[src/rtl/gpio_port_pkg.sv]
`timescale 1ns/1ps
// Package: shared register-select type and offset decode for the GPIO port block.
// Assumes four consecutive registers starting at a base address.
package gpio_port_pkg;

    localparam int NUM_REGS = 4;

    typedef enum logic [2:0] {
        RSEL_NONE,
        RSEL_C_DATA,
        RSEL_D_DATA,
        RSEL_C_DIR,
        RSEL_D_DIR
    } reg_sel_e;

    // Map a register offset to its select value.
    function automatic reg_sel_e sel_from_offset(input logic [1:0] off);
        case (off)
            2'd0:    return RSEL_C_DATA;
            2'd1:    return RSEL_D_DATA;
            2'd2:    return RSEL_C_DIR;
            default: return RSEL_D_DIR;
        endcase
    endfunction

endpackage

[src/rtl/gpio_sync.sv]
`timescale 1ns/1ps
// Module: gpio_sync
// Multi-stage flop synchronizer for a vector of pin inputs.
// Assumes STAGES >= 2. Output lags the input by STAGES clock edges.
module gpio_sync #(
    parameter int W      = 8,
    parameter int STAGES = 2
) (
    input  logic         clk,
    input  logic         rst_n,
    input  logic [W-1:0] din,
    output logic [W-1:0] dout
);
    logic [STAGES-1:0][W-1:0] stage_q;

    // Shift the pin levels through the synchronizer chain.
    always_ff @(posedge clk) begin
        if (!rst_n) begin
            stage_q <= '0;
        end else begin
            stage_q <= {stage_q[STAGES-2:0], din};
        end
    end

    assign dout = stage_q[STAGES-1];

endmodule

[src/rtl/gpio_port_regs.sv]
`timescale 1ns/1ps
// Module: gpio_port_regs
// Data and direction storage for one port. A direction bit of 1 means output.
// Assumes the write strobes are already qualified by address decode.
module gpio_port_regs #(
    parameter int W = 8
) (
    input  logic         clk,
    input  logic         rst_n,
    input  logic         data_we,
    input  logic         dir_we,
    input  logic [W-1:0] wdata,
    output logic [W-1:0] data_q,
    output logic [W-1:0] dir_q
);
    // Capture data register writes.
    always_ff @(posedge clk) begin
        if (!rst_n) begin
            data_q <= '0;
        end else if (data_we) begin
            data_q <= wdata;
        end
    end

    // Capture direction register writes.
    always_ff @(posedge clk) begin
        if (!rst_n) begin
            dir_q <= '0;
        end else if (dir_we) begin
            dir_q <= wdata;
        end
    end

endmodule

[src/rtl/gpio_pin_mux.sv]
`timescale 1ns/1ps
// Module: gpio_pin_mux
// Per-pin ownership mux and read-back select for one port.
// Claimed pins are driven by the alternate interface. Read-back uses the stored
// bit for output pins and the synchronized level for input pins.
// Assumes own, alt_* and the register values are stable within a cycle.
module gpio_pin_mux #(
    parameter int W = 8
) (
    input  logic [W-1:0] own,
    input  logic [W-1:0] gpio_data,
    input  logic [W-1:0] gpio_dir,
    input  logic [W-1:0] alt_out,
    input  logic [W-1:0] alt_oe,
    input  logic [W-1:0] pin_sync,
    output logic [W-1:0] pin_out,
    output logic [W-1:0] pin_oe,
    output logic [W-1:0] rd_val
);
    for (genvar i = 0; i < W; i++) begin : g_pin
        assign pin_out[i] = own[i] ? alt_out[i] : gpio_data[i];
        assign pin_oe[i]  = own[i] ? alt_oe[i]  : gpio_dir[i];
        assign rd_val[i]  = gpio_dir[i] ? gpio_data[i] : pin_sync[i];
    end

endmodule

[src/rtl/gpio_altmux_port.sv]
`timescale 1ns/1ps
// Module: gpio_altmux_port (top)
// Two GPIO ports (2-pin control, PD_W-pin data) behind a single-cycle register bus.
// The die-to-die interface can claim pins. Read data is combinational from bus_addr.
// Assumes NARROW_W < PD_W <= BUS_W and BASE_ADDR + 3 fits in ADDR_W bits.
module gpio_altmux_port
    import gpio_port_pkg::*;
#(
    parameter int                ADDR_W      = 8,
    parameter int                BUS_W       = 8,
    parameter int                PD_W        = 8,
    parameter int                NARROW_W    = 4,
    parameter int                SYNC_STAGES = 2,
    parameter logic [ADDR_W-1:0] BASE_ADDR   = 'h04
) (
    input  logic              clk,
    input  logic              rst_n,
    input  logic [ADDR_W-1:0] bus_addr,
    input  logic              bus_we,
    input  logic [BUS_W-1:0]  bus_wdata,
    output logic [BUS_W-1:0]  bus_rdata,
    input  logic [1:0]        pc_in,
    output logic [1:0]        pc_out,
    output logic [1:0]        pc_oe,
    input  logic [PD_W-1:0]   pd_in,
    output logic [PD_W-1:0]   pd_out,
    output logic [PD_W-1:0]   pd_oe,
    input  logic              alt_en,
    input  logic              alt_wide,
    input  logic [1:0]        alt_ctl_out,
    input  logic [1:0]        alt_ctl_oe,
    input  logic [PD_W-1:0]   alt_dat_out,
    input  logic [PD_W-1:0]   alt_dat_oe
);
    localparam int PC_W = 2;

    logic [ADDR_W-1:0] addr_off;
    logic              addr_hit;
    reg_sel_e          sel;

    logic [PC_W-1:0] pc_data_q, pc_dir_q, pc_sync, pc_rd, pc_own;
    logic [PD_W-1:0] pd_data_q, pd_dir_q, pd_sync, pd_rd, pd_own;

    // Decode the bus address into a register select.
    always_comb begin
        addr_off = bus_addr - BASE_ADDR;
        addr_hit = (bus_addr >= BASE_ADDR) && (addr_off < ADDR_W'(NUM_REGS));
        sel      = addr_hit ? sel_from_offset(addr_off[1:0]) : RSEL_NONE;
    end

    gpio_port_regs #(.W(PC_W)) u_regs_c (
        .clk     (clk),
        .rst_n   (rst_n),
        .data_we (bus_we && (sel == RSEL_C_DATA)),
        .dir_we  (bus_we && (sel == RSEL_C_DIR)),
        .wdata   (bus_wdata[PC_W-1:0]),
        .data_q  (pc_data_q),
        .dir_q   (pc_dir_q)
    );

    gpio_port_regs #(.W(PD_W)) u_regs_d (
        .clk     (clk),
        .rst_n   (rst_n),
        .data_we (bus_we && (sel == RSEL_D_DATA)),
        .dir_we  (bus_we && (sel == RSEL_D_DIR)),
        .wdata   (bus_wdata[PD_W-1:0]),
        .data_q  (pd_data_q),
        .dir_q   (pd_dir_q)
    );

    gpio_sync #(.W(PC_W), .STAGES(SYNC_STAGES)) u_sync_c (
        .clk   (clk),
        .rst_n (rst_n),
        .din   (pc_in),
        .dout  (pc_sync)
    );

    gpio_sync #(.W(PD_W), .STAGES(SYNC_STAGES)) u_sync_d (
        .clk   (clk),
        .rst_n (rst_n),
        .din   (pd_in),
        .dout  (pd_sync)
    );

    // Control pins are claimed together; data pins by enable and width mode.
    assign pc_own = {PC_W{alt_en}};
    for (genvar i = 0; i < PD_W; i++) begin : g_own
        if (i < NARROW_W) begin : g_low
            assign pd_own[i] = alt_en;
        end else begin : g_high
            assign pd_own[i] = alt_en & alt_wide;
        end
    end

    gpio_pin_mux #(.W(PC_W)) u_mux_c (
        .own       (pc_own),
        .gpio_data (pc_data_q),
        .gpio_dir  (pc_dir_q),
        .alt_out   (alt_ctl_out),
        .alt_oe    (alt_ctl_oe),
        .pin_sync  (pc_sync),
        .pin_out   (pc_out),
        .pin_oe    (pc_oe),
        .rd_val    (pc_rd)
    );

    gpio_pin_mux #(.W(PD_W)) u_mux_d (
        .own       (pd_own),
        .gpio_data (pd_data_q),
        .gpio_dir  (pd_dir_q),
        .alt_out   (alt_dat_out),
        .alt_oe    (alt_dat_oe),
        .pin_sync  (pd_sync),
        .pin_out   (pd_out),
        .pin_oe    (pd_oe),
        .rd_val    (pd_rd)
    );

    // Select read data; unmapped addresses return zero.
    always_comb begin
        case (sel)
            RSEL_C_DATA: bus_rdata = BUS_W'(pc_rd);
            RSEL_D_DATA: bus_rdata = BUS_W'(pd_rd);
            RSEL_C_DIR:  bus_rdata = BUS_W'(pc_dir_q);
            RSEL_D_DIR:  bus_rdata = BUS_W'(pd_dir_q);
            default:     bus_rdata = '0;
        endcase
    end

endmodule

[config.mk]
export PLATFORM = sky130hd
export DESIGN_NAME = gpio_altmux_port
export DESIGN_NICKNAME = d
export VERILOG_FILES = /design/src/rtl/gpio_port_pkg.sv /design/src/rtl/gpio_sync.sv /design/src/rtl/gpio_port_regs.sv /design/src/rtl/gpio_pin_mux.sv /design/src/rtl/gpio_altmux_port.sv
export SDC_FILE = /design/constraint.sdc
export NUM_CORES = 1
export LEC_CHECK = 0
export BUFFER_PORTS_ARGS = -buffer_cell sky130_fd_sc_hd__buf_2
export CORE_UTILIZATION = 35
export DETAILED_ROUTE_END_ITERATION = 12
export PLACE_DENSITY = 0.61
export SYNTH_ARGS = -nofsm -noshare
export SYNTH_HDL_FRONTEND = slang
export SYNTH_SLANG_ARGS = --single-unit
[constraint.sdc]
create_clock -name clk -period 1.68 [get_ports clk]
set_input_delay 0.42 -clock clk [delete_from_list [all_inputs] [get_ports clk]]
set_output_delay 0.42 -clock clk [all_outputs]
set_load 0.01 [all_outputs]
# Word-level counts from Yosys, hierarchy flattened
# Cells that the tools add are included.
# classes
addsub,1
n_eq_ne,6
magnitude_cmp,2
muxes,33
n_bitwise,1
n_reduce_logical,6
# op_table
operator,n
8-bit one-hot mux with 4 select lines,1
1-bit two-way mux,30
3-bit one-hot mux with 3 select lines,1
"8-bit by 3-bit >= comparator with 1-bit output, second input constant",1
"8-bit by 3-bit less-than comparator with 1-bit output, second input constant",1
"8-bit by 3-bit subtractor with 8-bit output, second input constant",1
"3-bit by 2-bit equality test with 1-bit output, second input constant",2
1-bit logical AND,5
"3-bit by 1-bit equality test with 1-bit output, second input constant",1
"3-bit equality test, second input constant",1
3-bit two-way mux,1
"2-bit by 1-bit equality test with 1-bit output, second input constant",1
"2-bit equality test, second input constant",1
2-bit zero test,1
1-bit AND,1
# word_totals
input_bits,51
word_cells,57
output_inout_bits,28
reg_bits,40

# Depth between registers and ports, before layout
# depth
word_depth,6
ltp_mapped,6
depth_no_buf,5

# Modules after synthesis
# Synthesis repeated with hierarchy kept, for this count alone.
# hier_totals
cells_unflattened,189
hier_area_um2,2092.0
# modules_own_cells
mod,cells_each,instances,area_per_inst_um2,seq_area_each_um2
gpio_port_regs at u_regs_d,51,1,608.1,320.3
gpio_sync at u_sync_d,41,1,506.7,320.3
gpio_pin_mux at u_mux_d,24,1,322.8,0.0
gpio_altmux_port,45,1,321.6,0.0
gpio_port_regs at u_regs_c,12,1,145.1,80.1
gpio_sync at u_sync_c,10,1,120.1,80.1
gpio_pin_mux at u_mux_c,6,1,67.6,0.0

# Worst setup path after synthesis
# No wires, ideal clock.
# synth_path
kind,input-to-output
startpoint,input port bus_addr[0]
endpoint,output port bus_rdata[0]
path_buffers,0
path_slack_ns,-0.311
t_required_ns,1.260
stages,5
arrival_time_ns,1.571
path_cell_list,inv_1 ha_1 o21ba_2 a211o_1 a221oi_1
# synth_between
elab_chain_len,6
word_cells_on_any_way,14
cone_classes,add/sub: 1; order compare: 2; eq/ne: 6; mux: 3; reduce/logical: 2
# synth_lines
element,line_no,text
from (decl),gpio_altmux_port.sv:18,"input logic [ADDR_W-1:0] bus_addr,"
8-bit by 3-bit subtractor with 8-bit output,gpio_altmux_port.sv:46,addr_off = bus_addr - BASE_ADDR;
"8-bit by 3-bit less-than comparator with 1-bit output, or another cell as far along",gpio_altmux_port.sv:47,addr_hit = (bus_addr >= BASE_ADDR) && (addr_off < ADDR_W'(NUM_REGS));
1-bit logical AND or 3-bit one-hot mux with 3 select lines (tied branches),"gpio_altmux_port.sv:47, gpio_port_pkg.sv:18",
3-bit two-way mux (*),gpio_altmux_port.sv:48,sel = addr_hit ? sel_from_offset(addr_off[1:0]) : RSEL_NONE;
"3-bit equality test, or another cell as far along",gpio_altmux_port.sv:121,case (sel)
8-bit one-hot mux with 4 select lines (*),gpio_altmux_port.sv:121,
to (decl),gpio_altmux_port.sv:21,"output logic [BUS_W-1:0] bus_rdata,"
# Every way passes the cells marked *; elsewhere a longest branch is shown, timed or not.

# Worst setup path in the final report
# layout_path
startpoint,input port bus_addr[0]
endpoint,output port bus_rdata[1]
# Same word-level chain as after synthesis.

==> metrics.yaml <==
status:
  status: "finished with violations"
  violations: "setup timing"
clocking:
  cts_max_path_buffers: 2
  cts_made_buffers: 5
  clock-sinks: 40
  clkLatencyLatePin_ps: 290
  cts-root-buf: "clkbuf_8"
  cts_max_level: 2
  cts_hold_buf: 0
  path_clk_slew_ps: 80
  cts_tree: "built"
detailed_routing:
  dr_wl_met3_um: 198
  wire_per_inst_um: 13.4
  drt_iter0_drc: 71
  drtAntennaViolNets: 0
  highest_layer: "met4"
  drt_wl_total_um: 4840
  wl_met2_um: 2300
  route.detailed.drc: 0
  wl_met1_um: 2270
  vias: 1698
  via_per_inst: 4.70
  first_pass_iters: 4
floorplan:
  placementRows: 26
  die-height_um: 76.8
  dieArea_sq_um: 5890
  initial_utilization_pct: 37.3
  die_x_um: 76.8
  io_pins: 79
  design.core.area_sq_um: 5240
global_route:
  overflow: 0
  grt_max_degree: 49
  grt_pass1_wl_um: 7760
  grt_usage_pct: 16.8
  antenna_found_initial: 0
  grt_pass1_vias: 1615
power_and_ir_drop:
  clkPwrFrac_pct: 32.5
  ir_worst_vdd_uv: 444
  p_comb_share_pct: 16.9
  switching_power_w: 0.000483
  swShare_pct: 25.0
  total_power_w: 0.00193
  leakagePower_nw: 1.30
  p_int_w: 0.00145
  power_density_nw_per_um2: 682
  seqPwrFrac_pct: 50.6
critical_path:
  required_ps: 1260
  path_cells: "buf_12 > inv_8 > ha_4 > o21ba_4 > a211o_1 > a221oi_2 > buf_2"
  crit_fanout: 4
  cpPeakStageDelay_ps: 230
  critPathKind: "in -> out"
  cp-start-kind: "input pin"
  crit_path_end_kind: "primary output"
  critPathBufInv: 3
  cp.arrival_ps: 1540
  critPathTopFamily: "compound AO/OA/AOI/OAI gates"
  cp_slowest_cell: "a211o_1"
sta:
  max_freq_ghz: 0.509
  rsz0062_at_grt: "true"
  setup-violations-final: 8
  min_period_over_period_pct: 117
  slew_headroom_pct: 75.2
  finClkSkew_ps: 0.189
  setup_ws_ps: -284
  hold_viol_final: 0
  final_max_slew_viol_count: 0
  fin_crit_ps: 1960
  worst-slew-pin-transition_ps: 370
  setup_tns_ps: -1800
logic_synthesis:
  synth_nets: 249
  yosys-top-cells-area: "dfxtp_1 (41%), mux2i_1 (12%), mux2_2 (12%)"
  yosysMostFrequentCell: "dfxtp_1"
  yosysSeqAreaShare_pct: 40.9
  synthTopCellsByCount: "dfxtp_1 (40), nand2_1 (30), mux2i_1 (24)"
  syn_inst: 195
  postSynthAreaPerCell_sq_um: 10.0
  synth_warnings: 0
  synth-async-reset-ratio_pct: 0
  synth_edf_count: 0
  ys_types: 30
  synth_top_area_share_pct: 40.9
  synth.cell_area_sq_um: 1960
  ys_ff_latch: 40
  synth_top_area_cell: "dfxtp_1"
  yosys_most_used_dff: "dfxtp_1"
cells_and_area:
  fin_nets: 344
  regArea_sq_um: 801
  fin_util_pct: 54.0
  multi_input_area_sq_um: 1220
  antenna_cells: 0
  area.growth.synth_to_final_pct: 44.5
  fillCellCount: 488
  drive_gt1_share_pct: 52.2
place:
  place_ws_ps: -445
  gp_congestion: 0.788
  dpl.hpwl_um: 3580
  io_buffers: 78
hold_path:
  hold_path.class: "in -> reg"
flow_run:
  cap_violations: 0
[final timing paths]
check,cells past startpoint,slack (ps),endpoint,startpoint
worst max-delay path,7,-280,bus_rdata[1],bus_addr[0]
worst max register to register,3,960,u_regs_d.dir_q[0],u_regs_d.dir_q[0]
worst min register to register,1,430,u_sync_c.dout[1],u_sync_c.stage_q[1]
worst min-delay path,2,320,u_sync_d.stage_q[7],pd_in[7]
[cells in the final DEF (no fill, tap or decap), drive strengths merged, types with 3 or more instances in the layout]
cell type | netlist | layout
a21oi | 6 | 6
and2 | 20 | 20
and3b | 6 | 6
buf | 2 | 98
clkbuf | 8 | 6
dfxtp | 40 | 40
ha | 3 | 3
mux2 | 20 | 20
mux2i | 24 | 24
nand2 | 30 | 30
nand3b | 6 | 6
o21ai | 6 | 6
[kinds of logic after synthesis]
family / share of synthesized area, %
and+or+nand+nor: 23.7
muxes: 23.8
DFF: 40.9
AOI/OAI and AO/OA: 6.91
buffers and inverters: 2.75
adders and majority gates: 1.92
[power groups by stage]
stage / clock, W / combinational (W) / sequential, W
6_report: 0.000627 / 0.000325 / 0.000976
5_1_grt: 0.000693 / 0.000357 / 0.000978
4_1_cts: 0.000649 / 0.000310 / 0.000976
3_5_place_dp: 0 / 0.000299 / 0.000998
3_3_place_gp: 0 / 0.000295 / 0.000998
2_1_floorplan: 0 / 0.000160 / 0.000996
[cell type report]
| type | instances | share of cell area (%) |
|---|---|---|
| Inverter | 2 | 0.620 |
| Multi-Input combinational cell | 143 | 43.0 |
| Tap cell | 70 | 3.10 |
| Clock inverter | 2 | 0.575 |
| Timing Repair Buffer | 98 | 21.8 |
| Sequential cell | 40 | 28.3 |
| Clock buffer | 6 | 2.57 |
[stage by stage]
stage | instance area, sq um | hold slack, ps | instances
after floorplan | 2040 | 412 | 195
after global placement | 2630 | 415 | 352
after detailed placement | 2630 | 417 | 352
after CTS | 2760 | 317 | 360
after global routing | 2830 | 317 | 361
final | 2830 | 324 | 361
[flip-flops by register name, summed over array words and instances (netlist names)]
register,flops
u_regs_c.data_q,2
u_regs_c.dir_q,2
u_regs_d.data_q,8
u_regs_d.dir_q,8
u_sync_c.dout,2
u_sync_c.stage_q,2
u_sync_d.dout,8
u_sync_d.stage_q,8
[per-layer routing]
metal,GRT usage [%],vias to the layer above
met4,6.73,0
met5,0,-
li1,-,869
met3,3.69,6
met2,27.2,49
met1,21.4,774
[worst register-to-register path, delay by kind of cell (launching register included)]
kind                   cells  cell delay, ps
multiplexers               1             110
buffers and inverters      1             140
flip-flops                 1             360
AND/OR/NAND/NOR            1              40
[timing repair]
item / CTS / global route
pin swaps: 4 / 10
resized for setup: 15 / 16
setup buffers: 0 / 1
setup endpoints to repair: 8 / 18
Power figures use the tool's default switching activity.
